### src/rtl/dbgsab_pkg.sv
// Shared types for the debug scan-to-bus access engine.
// Assumes a 4-bit instruction register and a 3-bit status header.
package dbgsab_pkg;

    localparam int unsigned IR_W   = 4;
    localparam int unsigned STAT_W = 3;
    localparam int unsigned CTRL_W = 3;

    typedef enum logic [IR_W-1:0] {
        OP_IDLE   = 4'h0,
        OP_ADDR   = 4'h2,
        OP_DATA   = 4'h3,
        OP_CANCEL = 4'h4
    } dbg_op_e;

    typedef enum logic [1:0] {
        SZ_BYTE = 2'd0,
        SZ_HALF = 2'd1,
        SZ_WORD = 2'd2,
        SZ_RSVD = 2'd3
    } xfer_size_e;

    typedef struct packed {
        logic prot;
        logic err;
        logic busy;
    } scan_status_t;

    // True when the size is legal and the address low bits suit it.
    function automatic logic size_fits(input xfer_size_e sz, input logic [1:0] lsb);
        case (sz)
            SZ_BYTE: size_fits = 1'b1;
            SZ_HALF: size_fits = (lsb[0] == 1'b0);
            SZ_WORD: size_fits = (lsb == 2'b00);
            default: size_fits = 1'b0;
        endcase
    endfunction

endpackage

### src/rtl/dbgsab_scan_path.sv
// Instruction and data shift registers of the debug port.
// Captures the status header (and read data for the data instruction),
// shifts LSB first from tdi to tdo, and holds the selected instruction.
// Assumes capture, shift and update strobes are mutually exclusive.
module dbgsab_scan_path
    import dbgsab_pkg::*;
#(
    parameter int unsigned WORD_W = 32
) (
    input  logic               clk,
    input  logic               rst_n,
    input  logic               ir_capture,
    input  logic               ir_shift,
    input  logic               ir_update,
    input  logic               dr_capture,
    input  logic               dr_shift,
    input  logic               tdi,
    input  scan_status_t       status,
    input  logic [WORD_W-1:0]  rd_word,
    output logic               tdo,
    output dbg_op_e            op,
    output scan_status_t       cap_stat,
    output logic [CTRL_W+WORD_W-1:0] payload
);

    localparam int unsigned PAY_W = CTRL_W + WORD_W;
    localparam int unsigned DR_W  = STAT_W + PAY_W;

    logic [IR_W-1:0] ir_sr;
    logic [DR_W-1:0] dr_sr;

    // Instruction shift register: capture status, shift, select on update.
    always_ff @(posedge clk) begin
        if (!rst_n) begin
            ir_sr <= '0;
            op    <= OP_IDLE;
        end else begin
            if (ir_capture)
                ir_sr <= {{(IR_W-STAT_W){1'b0}}, status};
            else if (ir_shift)
                ir_sr <= {tdi, ir_sr[IR_W-1:1]};
            if (ir_update)
                op <= dbg_op_e'(ir_sr);
        end
    end

    // Data shift register: capture header and read data, then shift.
    always_ff @(posedge clk) begin
        if (!rst_n) begin
            dr_sr    <= '0;
            cap_stat <= '0;
        end else if (dr_capture) begin
            dr_sr    <= {(op == OP_DATA) ? rd_word : {WORD_W{1'b0}},
                         {CTRL_W{1'b0}}, status};
            cap_stat <= status;
        end else if (dr_shift) begin
            dr_sr    <= {tdi, dr_sr[DR_W-1:1]};
        end
    end

    // Serial output follows whichever register is shifting.
    always_comb tdo = ir_shift ? ir_sr[0] : dr_sr[0];

    // Shifted-in word without the header positions.
    always_comb payload = dr_sr[DR_W-1:STAT_W];

endmodule

### src/rtl/dbgsab_access_ctrl.sv
// Access decision and bus master of the debug port.
// On each data-register update it uses the status captured for that scan
// to accept or drop the word, starts reads and writes, handles cancel,
// and tracks the error flag. Assumes the bus answers each request once.
module dbgsab_access_ctrl
    import dbgsab_pkg::*;
#(
    parameter int unsigned WORD_W = 32
) (
    input  logic               clk,
    input  logic               rst_n,
    input  dbg_op_e            op,
    input  scan_status_t       cap_stat,
    input  logic [CTRL_W+WORD_W-1:0] payload,
    input  logic               upd,
    input  logic               bus_ack,
    input  logic               bus_err,
    input  logic [WORD_W-1:0]  bus_rdata,
    output logic               bus_req,
    output logic               bus_we,
    output logic [WORD_W-1:0]  bus_addr,
    output logic [1:0]         bus_size,
    output logic [WORD_W-1:0]  bus_wdata,
    output logic               err_q,
    output logic [WORD_W-1:0]  rd_word,
    output logic               abort_fire
);

    logic              req_q, we_q, rd_mode_q;
    logic [WORD_W-1:0] addr_q, wdata_q;
    xfer_size_e        size_q;

    logic              accept, addr_evt, data_evt, done_evt;
    logic              pl_rd;
    xfer_size_e        pl_sz;
    logic [WORD_W-1:0] pl_word;
    logic              launch, launch_we, launch_ok;
    logic [WORD_W-1:0] launch_addr;
    xfer_size_e        launch_sz;

    // Split the shifted word into its fields.
    always_comb begin
        pl_rd   = payload[0];
        pl_sz   = xfer_size_e'(payload[2:1]);
        pl_word = payload[CTRL_W +: WORD_W];
    end

    // Decide whether this update is taken and what it starts.
    always_comb begin
        accept     = upd && !cap_stat.prot && !cap_stat.busy && !req_q;
        addr_evt   = accept && (op == OP_ADDR);
        data_evt   = accept && (op == OP_DATA) && !rd_mode_q;
        abort_fire = upd && (op == OP_CANCEL) && req_q;
        done_evt   = req_q && bus_ack && !abort_fire;
        launch     = (addr_evt && pl_rd) || data_evt;
        launch_we  = data_evt;
        launch_addr = addr_evt ? pl_word : addr_q;
        launch_sz   = addr_evt ? pl_sz   : size_q;
        launch_ok   = size_fits(launch_sz, launch_addr[1:0]);
    end

    // Stored address, size and direction mode.
    always_ff @(posedge clk) begin
        if (!rst_n) begin
            addr_q    <= '0;
            size_q    <= SZ_WORD;
            rd_mode_q <= 1'b1;
        end else if (addr_evt) begin
            addr_q    <= pl_word;
            size_q    <= pl_sz;
            rd_mode_q <= pl_rd;
        end
    end

    // Write data register, loaded only when a write is taken.
    always_ff @(posedge clk) begin
        if (!rst_n)
            wdata_q <= '0;
        else if (data_evt)
            wdata_q <= pl_word;
    end

    // Request, direction and error flag of the single outstanding access.
    always_ff @(posedge clk) begin
        if (!rst_n) begin
            req_q <= 1'b0;
            we_q  <= 1'b0;
            err_q <= 1'b1;
        end else if (abort_fire) begin
            req_q <= 1'b0;
            err_q <= 1'b1;
        end else if (done_evt) begin
            req_q <= 1'b0;
            err_q <= bus_err;
        end else if (launch) begin
            req_q <= launch_ok;
            we_q  <= launch_we;
            err_q <= !launch_ok;
        end
    end

    // Last read result, kept until the next read completes.
    always_ff @(posedge clk) begin
        if (!rst_n)
            rd_word <= '0;
        else if (done_evt && !we_q)
            rd_word <= bus_rdata;
    end

    // Bus outputs come straight from the held registers.
    always_comb begin
        bus_req   = req_q;
        bus_we    = we_q;
        bus_addr  = addr_q;
        bus_size  = size_q;
        bus_wdata = wdata_q;
    end

endmodule

### src/rtl/dbg_bus_access_engine.sv
// Top of the debug scan-to-bus access engine.
// Joins the scan path and the access controller and builds the status
// header: busy is the pending request, protected is the lock input.
module dbg_bus_access_engine
    import dbgsab_pkg::*;
#(
    parameter int unsigned WORD_W = 32
) (
    input  logic              clk,
    input  logic              rst_n,
    input  logic              lock_i,
    input  logic              ir_capture,
    input  logic              ir_shift,
    input  logic              ir_update,
    input  logic              dr_capture,
    input  logic              dr_shift,
    input  logic              dr_update,
    input  logic              tdi,
    output logic              tdo,
    output logic              bus_req,
    output logic              bus_we,
    output logic [WORD_W-1:0] bus_addr,
    output logic [1:0]        bus_size,
    output logic [WORD_W-1:0] bus_wdata,
    input  logic              bus_ack,
    input  logic              bus_err,
    input  logic [WORD_W-1:0] bus_rdata
);

    scan_status_t              live_stat;
    scan_status_t              cap_stat;
    dbg_op_e                   op;
    logic [CTRL_W+WORD_W-1:0]  payload;
    logic [WORD_W-1:0]         rd_word;
    logic                      stat_err;
    logic                      abort_fire;
    logic                      cap_prot;

    // Live status header seen at every capture.
    always_comb begin
        live_stat.busy = bus_req;
        live_stat.err  = stat_err;
        live_stat.prot = lock_i;
        cap_prot       = cap_stat.prot;
    end

    dbgsab_scan_path #(.WORD_W(WORD_W)) i_scan (
        .clk        (clk),
        .rst_n      (rst_n),
        .ir_capture (ir_capture),
        .ir_shift   (ir_shift),
        .ir_update  (ir_update),
        .dr_capture (dr_capture),
        .dr_shift   (dr_shift),
        .tdi        (tdi),
        .status     (live_stat),
        .rd_word    (rd_word),
        .tdo        (tdo),
        .op         (op),
        .cap_stat   (cap_stat),
        .payload    (payload)
    );

    dbgsab_access_ctrl #(.WORD_W(WORD_W)) i_ctrl (
        .clk        (clk),
        .rst_n      (rst_n),
        .op         (op),
        .cap_stat   (cap_stat),
        .payload    (payload),
        .upd        (dr_update),
        .bus_ack    (bus_ack),
        .bus_err    (bus_err),
        .bus_rdata  (bus_rdata),
        .bus_req    (bus_req),
        .bus_we     (bus_we),
        .bus_addr   (bus_addr),
        .bus_size   (bus_size),
        .bus_wdata  (bus_wdata),
        .err_q      (stat_err),
        .rd_word    (rd_word),
        .abort_fire (abort_fire)
    );

endmodule

### config.mk
export PLATFORM = sky130hd
export DESIGN_NAME = dbg_bus_access_engine
export DESIGN_NICKNAME = d
export VERILOG_FILES = /design/src/rtl/dbgsab_pkg.sv /design/src/rtl/dbgsab_scan_path.sv /design/src/rtl/dbgsab_access_ctrl.sv /design/src/rtl/dbg_bus_access_engine.sv
export SDC_FILE = /design/constraint.sdc
export NUM_CORES = 1
export LEC_CHECK = 0
export CAP_MARGIN = 25
export CORE_MARGIN = 8
export CORE_UTILIZATION = 45
export CTS_CLUSTER_SIZE = 24
export DETAILED_ROUTE_END_ITERATION = 16
export GPL_TIMING_DRIVEN = 0
export HOLD_SLACK_MARGIN = 0.1
export PLACE_DENSITY = 0.71
export SLEW_MARGIN = 20
export SYNTH_ARGS = -nofsm -noshare
export SYNTH_HDL_FRONTEND = slang
export SYNTH_SLANG_ARGS = --single-unit
### constraint.sdc
create_clock -name clk -period 2.3 [get_ports clk]
set_clock_uncertainty 0.1 [all_clocks]
set_input_delay 0.575 -clock clk [delete_from_list [all_inputs] [get_ports clk]]
set_output_delay 0.575 -clock clk [all_outputs]
set_load 0.01 [all_outputs]
==> key figures, run 1 <==
Power and ir drop
  – P_sw: 0.00118 W
  – Sequential fraction of design power: 45.7%
  – Comb power frac: 4.2%
  – Leakage: 2.75 nW
  – Overall power: 0.00573 W
  – Max rail drop VDD: 462 uV
  – Int Pwr: 0.00456 W
  – Switching share of power: 20.5%
  – Clock network fraction of total power: 50.1%
  – Pwr Density: 746 mW/mm2

Yosys
  – Post-synth ARST share: 0%
  – Post-synthesis mux area share: 8.07%
  – Syn avg cell area: 8.15 um2
  – Mapped Area: 0.00572 mm2
  – Syn_nets: 746
  – Post-Synth Simple-Gate Area: 21.4%
  – Flops & latches, synth: 150
  – Post-Synth Adder-Cell Area: 0%
  – Largest family of logic cells by synthesized area: simple AND/OR/NAND/NOR gates
  – Number of synthesized flops with an enable pin: 0
  – Post-synthesis sequential area ratio: 52.5%
  – Xor/xnor share of the synthesized area: 0%
  – Synth warn: 0
  – Post-synthesis compound-gate area fraction: 13.9%
  – Synth unique cells: 36
  – Mapped Cells: 702
  – Top_reg_cell synth: dfxtp_1

Route
  – Drt via density: 5.13
  – DRT Wirelength: 16.1 mm
  – 1st-pass router iterations: 5
  – Total number of vias: 5197
  – Detail Route Antenna Nets: 0
  – Initial DRC count: 388
  – DRC errors left: 0
  – DR WL/cell: 15.9 um

Floorplanning
  – Ports: 113
  – Full die area: 0.0166 mm2
  – Core Region: 0.0125 mm2
  – Die H: 129 um
  – # rows: 41
  – Initial Utilization: 45.7%
  – Die W: 129 um

Global routing
  – GR Layer Usage met1: 22.7%
  – GRT Overall Usage: 19.7%
  – First-pass GRT wire length: 25.6 mm
  – Met3 usage: 4.76%
  – Vias in the first global route: 5216
  – Pin count of the biggest net entering global routing: 17
  – Layer with the highest usage: met2
  – Grt met2 use: 33.7%
  – Initial antenna violation count: 0
  – Congestion Overflow GR: 0

STA
  – Final TNS setup: 0 ns
  – Slew margin rel.: 51.3%
  – Fmax: 445 MHz
  – Worst-margin pin slew: 0.731 ns
  – Fin Hold WS: 0.352 ns
  – Hold Fails Final Rpt: 0
  – Minimum clock period: 2.25 ns
  – Final Setup Violations: 0
  – Period utilization: 97.6%
  – Slew Viols, Final: 0

Clocking
  – Clk sink count: 150
  – H-tree depth: 4
  – CTS tree: built
  – Skew-Pair Late Insertion Delay: 0.42 ns
  – CTS buffer count: 17
  – Clock root buffer: clkbuf_16
  – Clock buffer depth: 2
  – Setup bufs post-CTS: 0
  – Reg clk slew, reported paths: 0.06 ns

Job
  – Max-cap violations: 0

Placed design
  – Final Wtd Congestion: 0.847
  – Detail Placement HPWL: 12.0 mm
  – # port buffers: 109

Layout
  – Layout cell share with drive strength beyond 1: 6.77%
  – Synth-to-Final Area Change: 34.2%
  – Final core occ: 61.4%
  – # diodes: 0
  – Final #Nets: 874

Worst setup path
  – Worst setup path class: input port to output pin
  – Worst Path Buf+Inv: 2
  – Crit path max-delay family: buffers and inverters
  – Critical Path RT: 1.62 ns
  – Reg2Reg Setup Slack: 0.13 ns
  – CP cell instances: clkbuf_2 > mux2_2 > clkdlybuf4s50_1
  – Largest stage delay, worst path: 0.48 ns
  – Slowest stage cell, crit path: clkdlybuf4s50_1
  – Worst Path Max Fanout: 6
  – Critical path data arrival time: 1.57 ns
  – CP Capture Type: output pin
  – CP Launch Type: input port

Min path
  – Hold Path Class: flop to flop

Run status
  – Status: complete, no violations
## tightest hold or removal path, stage by stage, from the launching register on
cell	delay [ns]
dfxtp_1	0.31
nand2_1	0.05
a21oi_1	0.05
## synth_stat cells, types with 2 or more instances
library cell / count / area (um2)
a21oi_1: 132 / 661
and2_1: 2 / 12.5
clkbuf_1: 33 / 124
a311o_1: 2 / 20.0
mux2i_1: 45 / 450
nand2b_1: 3 / 18.8
and3_1: 2 / 12.5
nand3_1: 6 / 30.0
nor4b_1: 2 / 17.5
buf_1: 2 / 7.51
dfxtp_1: 150 / 3000
nand2_1: 203 / 762
buf_2: 12 / 60.1
inv_1: 4 / 15.0
nor2_1: 73 / 274
a211oi_1: 2 / 15.0
o21ai_0: 7 / 35.0
nor3_1: 2 / 10.0
buf_6: 3 / 33.8
## cell type report
class                           instances  area [um2]
Buffer                                 50         230
Clock buffer                           23         498
Sequential cell                       150        3000
Clock inverter                          8         120
Timing Repair Buffer                  109        1090
Multi-Input combinational cell        498        2510
Fill cell                            1157        4830
Tap cell                              172         215
Inverter                                4        15.0
## power by group through the flow
stage	combinational, W	clock [W]	sequential, W
6_report	0.000240	0.00287	0.00262
5_1_grt	0.000258	0.00301	0.00262
4_1_cts	0.000239	0.00289	0.00262
3_5_place_dp	0.000237	0	0.00268
3_3_place_gp	0.000234	0	0.00268
2_1_floorplan	0.000118	0	0.00267
## per-stage QoR
| step | worst slack [ns] | cells | area (um2) |
|---|---|---|---|
| finish | 0.0547 | 1014 | 7680 |
| global route | -0.00471 | 1014 | 7680 |
| CTS | 0.0543 | 1014 | 7670 |
| detailed placement | -0.636 | 983 | 7030 |
| global placement | -0.634 | 983 | 7030 |
| floorplan | 0.234 | 702 | 5720 |
## kinds of logic (layout without fill, tap and decap cells)
| group | count (synthesis) | after routing |
|---|---|---|
| AO/OA/AOI/OAI | 150 | 150 |
| buffers and inverters | 54 | 194 |
| flip-flops | 150 | 150 |
| multiplexers | 46 | 46 |
| AND/OR/NAND/NOR | 302 | 302 |
## layout by cell type, fill, tap and decap left out, types with 2 or more instances in the layout
master	count
clkinvlp_4	2
nand2b_1	3
and2_1	2
buf_2	12
dfxtp_1	150
nor2_1	73
inv_1	4
buf_1	2
clkbuf_2	4
o21ai_0	7
clkbuf_16	17
bufinv_16	3
a311o_1	2
clkbuf_8	5
clkdlybuf4s50_1	108
a21oi_1	132
buf_6	3
and3_1	2
clkbuf_1	30
a211oi_1	2
mux2i_1	45
nand2_1	203
nor3_1	2
clkinv_2	3
nand3_1	6
## layer usage
layer  vias to the layer above  wire length [um]
met4                         0               401
met2                       145              7870
met3                        30               910
met1                      2444              6960
met5                         -                 0
li1                       2578                 -
## path summary, 6_finish.rpt
path                        startpoint              endpoint  depth (start not counted)
hold / removal    i_ctrl.bus_wdata[23]  i_ctrl.bus_wdata[23]                          2
setup reg to reg        i_ctrl.bus_req     i_ctrl.rd_word[8]                          5
setup / recovery              ir_shift                   tdo                          3
hold reg to reg   i_ctrl.bus_wdata[23]  i_ctrl.bus_wdata[23]                          2
## sequential cells by signal, indices dropped and copies added, names as in the netlist
register and flops:
i_ctrl.bus_we 1, i_scan.ir_sr 4, i_ctrl.rd_word 32, i_ctrl.bus_req 1, i_ctrl.bus_addr 32, i_ctrl.rd_mode_q 1, i_scan.op 4, i_scan.dr_sr 38
i_ctrl.bus_size 2, i_scan.cap_stat 2, i_ctrl.err_q 1, i_ctrl.bus_wdata 32
## what timing repair did
| item | in CTS | in global routing |
|---|---|---|
| resized for setup | 5 | 7 |
| setup endpoints to repair | 91 | 50 |
| hold buffers | 0 | 0 |
(Power assumes the default switching activity.)
==> run 2: changes to the inputs <==
--- a/config.mk
+++ b/config.mk
@@ -13,6 +13,7 @@
 export GPL_TIMING_DRIVEN = 0
 export HOLD_SLACK_MARGIN = 0.1
 export PLACE_DENSITY = 0.71
+export SKIP_LAST_GASP = 1
 export SLEW_MARGIN = 20
 export SYNTH_ARGS = -nofsm -noshare
 export SYNTH_HDL_FRONTEND = slang
==> results of run 2 <==
Final layout, timing and power as in run 1 (identical DEF).
==> run 3: changes to the inputs <==
--- a/config.mk
+++ b/config.mk
@@ -8,6 +8,7 @@
 export CAP_MARGIN = 25
 export CORE_MARGIN = 8
 export CORE_UTILIZATION = 45
+export CTS_BUF_LIST = sky130_fd_sc_hd__clkbuf_8 sky130_fd_sc_hd__clkbuf_16
 export CTS_CLUSTER_SIZE = 24
 export DETAILED_ROUTE_END_ITERATION = 16
 export GPL_TIMING_DRIVEN = 0
==> key figures, run 3 (same netlist as run 1, synthesis figures left out) <==
STA
  – Fmax: 445 MHz (unchanged)
  – Final TNS setup: 0 ns (unchanged)
  – Worst-margin pin slew: 0.732 ns (+0.00137 ns)
  – Hold Fails Final Rpt: 0 (unchanged)
  – Final worst slack: 0.0547 ns (unchanged)
  – Slew margin rel.: 51.2% (-0.091 points)
  – Period utilization: 97.6% (unchanged)
  – Minimum clock period: 2.25 ns (unchanged)
  – Slew Viols, Final: 0 (unchanged)
  – Final Setup Violations: 0 (unchanged)

Global routing
  – Initial antenna violation count: 0 (unchanged)
  – GRT Overall Usage: 19.7% (unchanged)
  – Pin count of the biggest net entering global routing: 17 (unchanged)
  – Congestion Overflow GR: 0 (unchanged)
  – First-pass GRT wire length: 25.6 mm (unchanged)
  – Vias in the first global route: 5216 (unchanged)

Power and ir drop
  – Pwr Density: 746 mW/mm2 (about the same)
  – Comb power frac: 4.2% (about the same)
  – Switching share of power: 20.5% (+0.022 points)
  – Sequential fraction of design power: 45.8% (about the same)
  – Clock network fraction of total power: 50.0% (about the same)
  – Leakage: 2.75 nW (+0.15%)
  – P_sw: 0.00118 W (about the same)
  – Max rail drop VDD: 462 uV (about the same)
  – Int Pwr: 0.00455 W (about the same)

Floorplanning
  – Die H: 129 um (unchanged)
  – Initial Utilization: 45.7% (unchanged)
  – Full die area: 0.0166 mm2 (unchanged)
  – Core Region: 0.0125 mm2 (unchanged)
  – Die W: 129 um (unchanged)
  – Ports: 113 (unchanged)
  – # rows: 41 (unchanged)

Placed design
  – Pre-CTS setup slack: -0.636 ns (unchanged)
  – Final Wtd Congestion: 0.847 (unchanged)
  – Placed insts: 983 (unchanged)
  – # port buffers: 109 (unchanged)
  – Detail Placement HPWL: 12.0 mm (unchanged)

Layout
  – Synth-to-Final Area Change: 34.2% (unchanged)
  – Commonest non-fill, non-tap cell in the layout: nand2_1
  – Max FFs per register: 38 (unchanged)
  – Post-Layout Cell Count: 1014 (unchanged)
  – Final #Nets: 874 (unchanged)
  – Biggest register: i_scan.dr_sr
  – Layout cell share with drive strength beyond 1: 6.77% (unchanged)
  – Final core occ: 61.4% (unchanged)
  – # diodes: 0 (unchanged)
  – Most frequent cells in the layout: 203 x nand2_1, 150 x dfxtp_1, 132 x a21oi_1

Run status
  – Status: complete, no violations

Clocking
  – Reg clk slew, reported paths: 0.06 ns (about the same)
  – H-tree depth: 4 (unchanged)
  – Skew-Pair Late Insertion Delay: 0.42 ns (about the same)
  – CTS tree: built
  – CTS buffer count: 17 (unchanged)
  – Clock buffer depth: 2 (unchanged)
  – Clk sink count: 150 (unchanged)
  – Setup bufs post-CTS: 0 (unchanged)
  – Clock root buffer: clkbuf_16

Route
  – 1st-pass router iterations: 5 (unchanged)
  – DR WL/cell: 15.9 um (about the same)
  – DRT Wirelength: 16.2 mm (about the same)
  – Initial DRC count: 389 (+0.26%)
  – DRC errors left: 0 (unchanged)
  – Drt via density: 5.13 (+0.12%)
  – Total number of vias: 5203 (+0.12%)
  – Detail Route Antenna Nets: 0 (unchanged)

Min path
  – Hold Path Class: flop to flop

Job
  – Max-cap violations: 0 (unchanged)

Worst setup path
  – Critical Path RT: 1.62 ns (about the same)
  – CP Launch Type: input port
  – Critical path data arrival time: 1.57 ns (about the same)
  – Worst setup path class: input port to output pin
  – CP Capture Type: output pin
  – Worst Path Max Fanout: 6 (unchanged)
-- run 3: power groups by stage --
| stage | Sequential (W) | Combinational (W) | Clock (W) |
|---|---|---|---|
| floorplan | 0.00267 | 0.000118 | 0 |
| global placement | 0.00268 | 0.000234 | 0 |
| detailed placement | 0.00268 | 0.000237 | 0 |
| CTS | 0.00262 | 0.000239 | 0.00289 |
| global route | 0.00262 | 0.000258 | 0.00300 |
| finish | 0.00262 | 0.000240 | 0.00287 |
-- run 3: worst paths after layout --
path | slack [ns] | from | cells past startpoint | to
max | 0.05 | ir_shift | 3 | tdo
min | 0.35 | i_ctrl.bus_wdata[23] | 2 | i_ctrl.bus_wdata[23]
max reg2reg | 0.13 | i_ctrl.bus_req | 5 | i_ctrl.rd_word[8]
min reg2reg | 0.35 | i_ctrl.bus_wdata[23] | 2 | i_ctrl.bus_wdata[23]
-- run 3: critical path: stages --
cell	delay (ns)
clkbuf_2	0.17
mux2_2	0.35
clkdlybuf4s50_1	0.48
-- run 3: cell type report --
type                    instances  area, um2
clock buffers                  22        494
flip-flops and latches        150       3000
clock inverters                 9        124
well taps                     172        215
fillers                      1157       4830
plain buffers                  50        230
multi-input cells             498       2510
inverters                       4       15.0
repair buffers                109       1090
-- run 3: per-layer routing --
layer  vias to the layer above  track usage (%)  part of all wire [%]
li1                       2578                -                     -
met1                      2446             22.7                    43
met2                       149             33.7                    49
met3                        30             4.76                   5.9
met4                         0             9.74                   2.5
met5                         -                0                     0
-- run 3: per-stage QoR --
step / hold slack [ns] / power [W] / cell area, um2
6_report: 0.352 / 0.00573 / 7680
5_1_grt: 0.367 / 0.00588 / 7680
3_3_place_gp: 0.344 / 0.00291 / 7030
3_5_place_dp: 0.347 / 0.00291 / 7030
2_1_floorplan: 0.337 / 0.00279 / 5720
4_1_cts: 0.355 / 0.00575 / 7670
-- run 3: repair_timing --
item,in CTS,in global routing
resized for setup,5,7
hold buffers,0,0
endpoints found under the setup margin,91,50
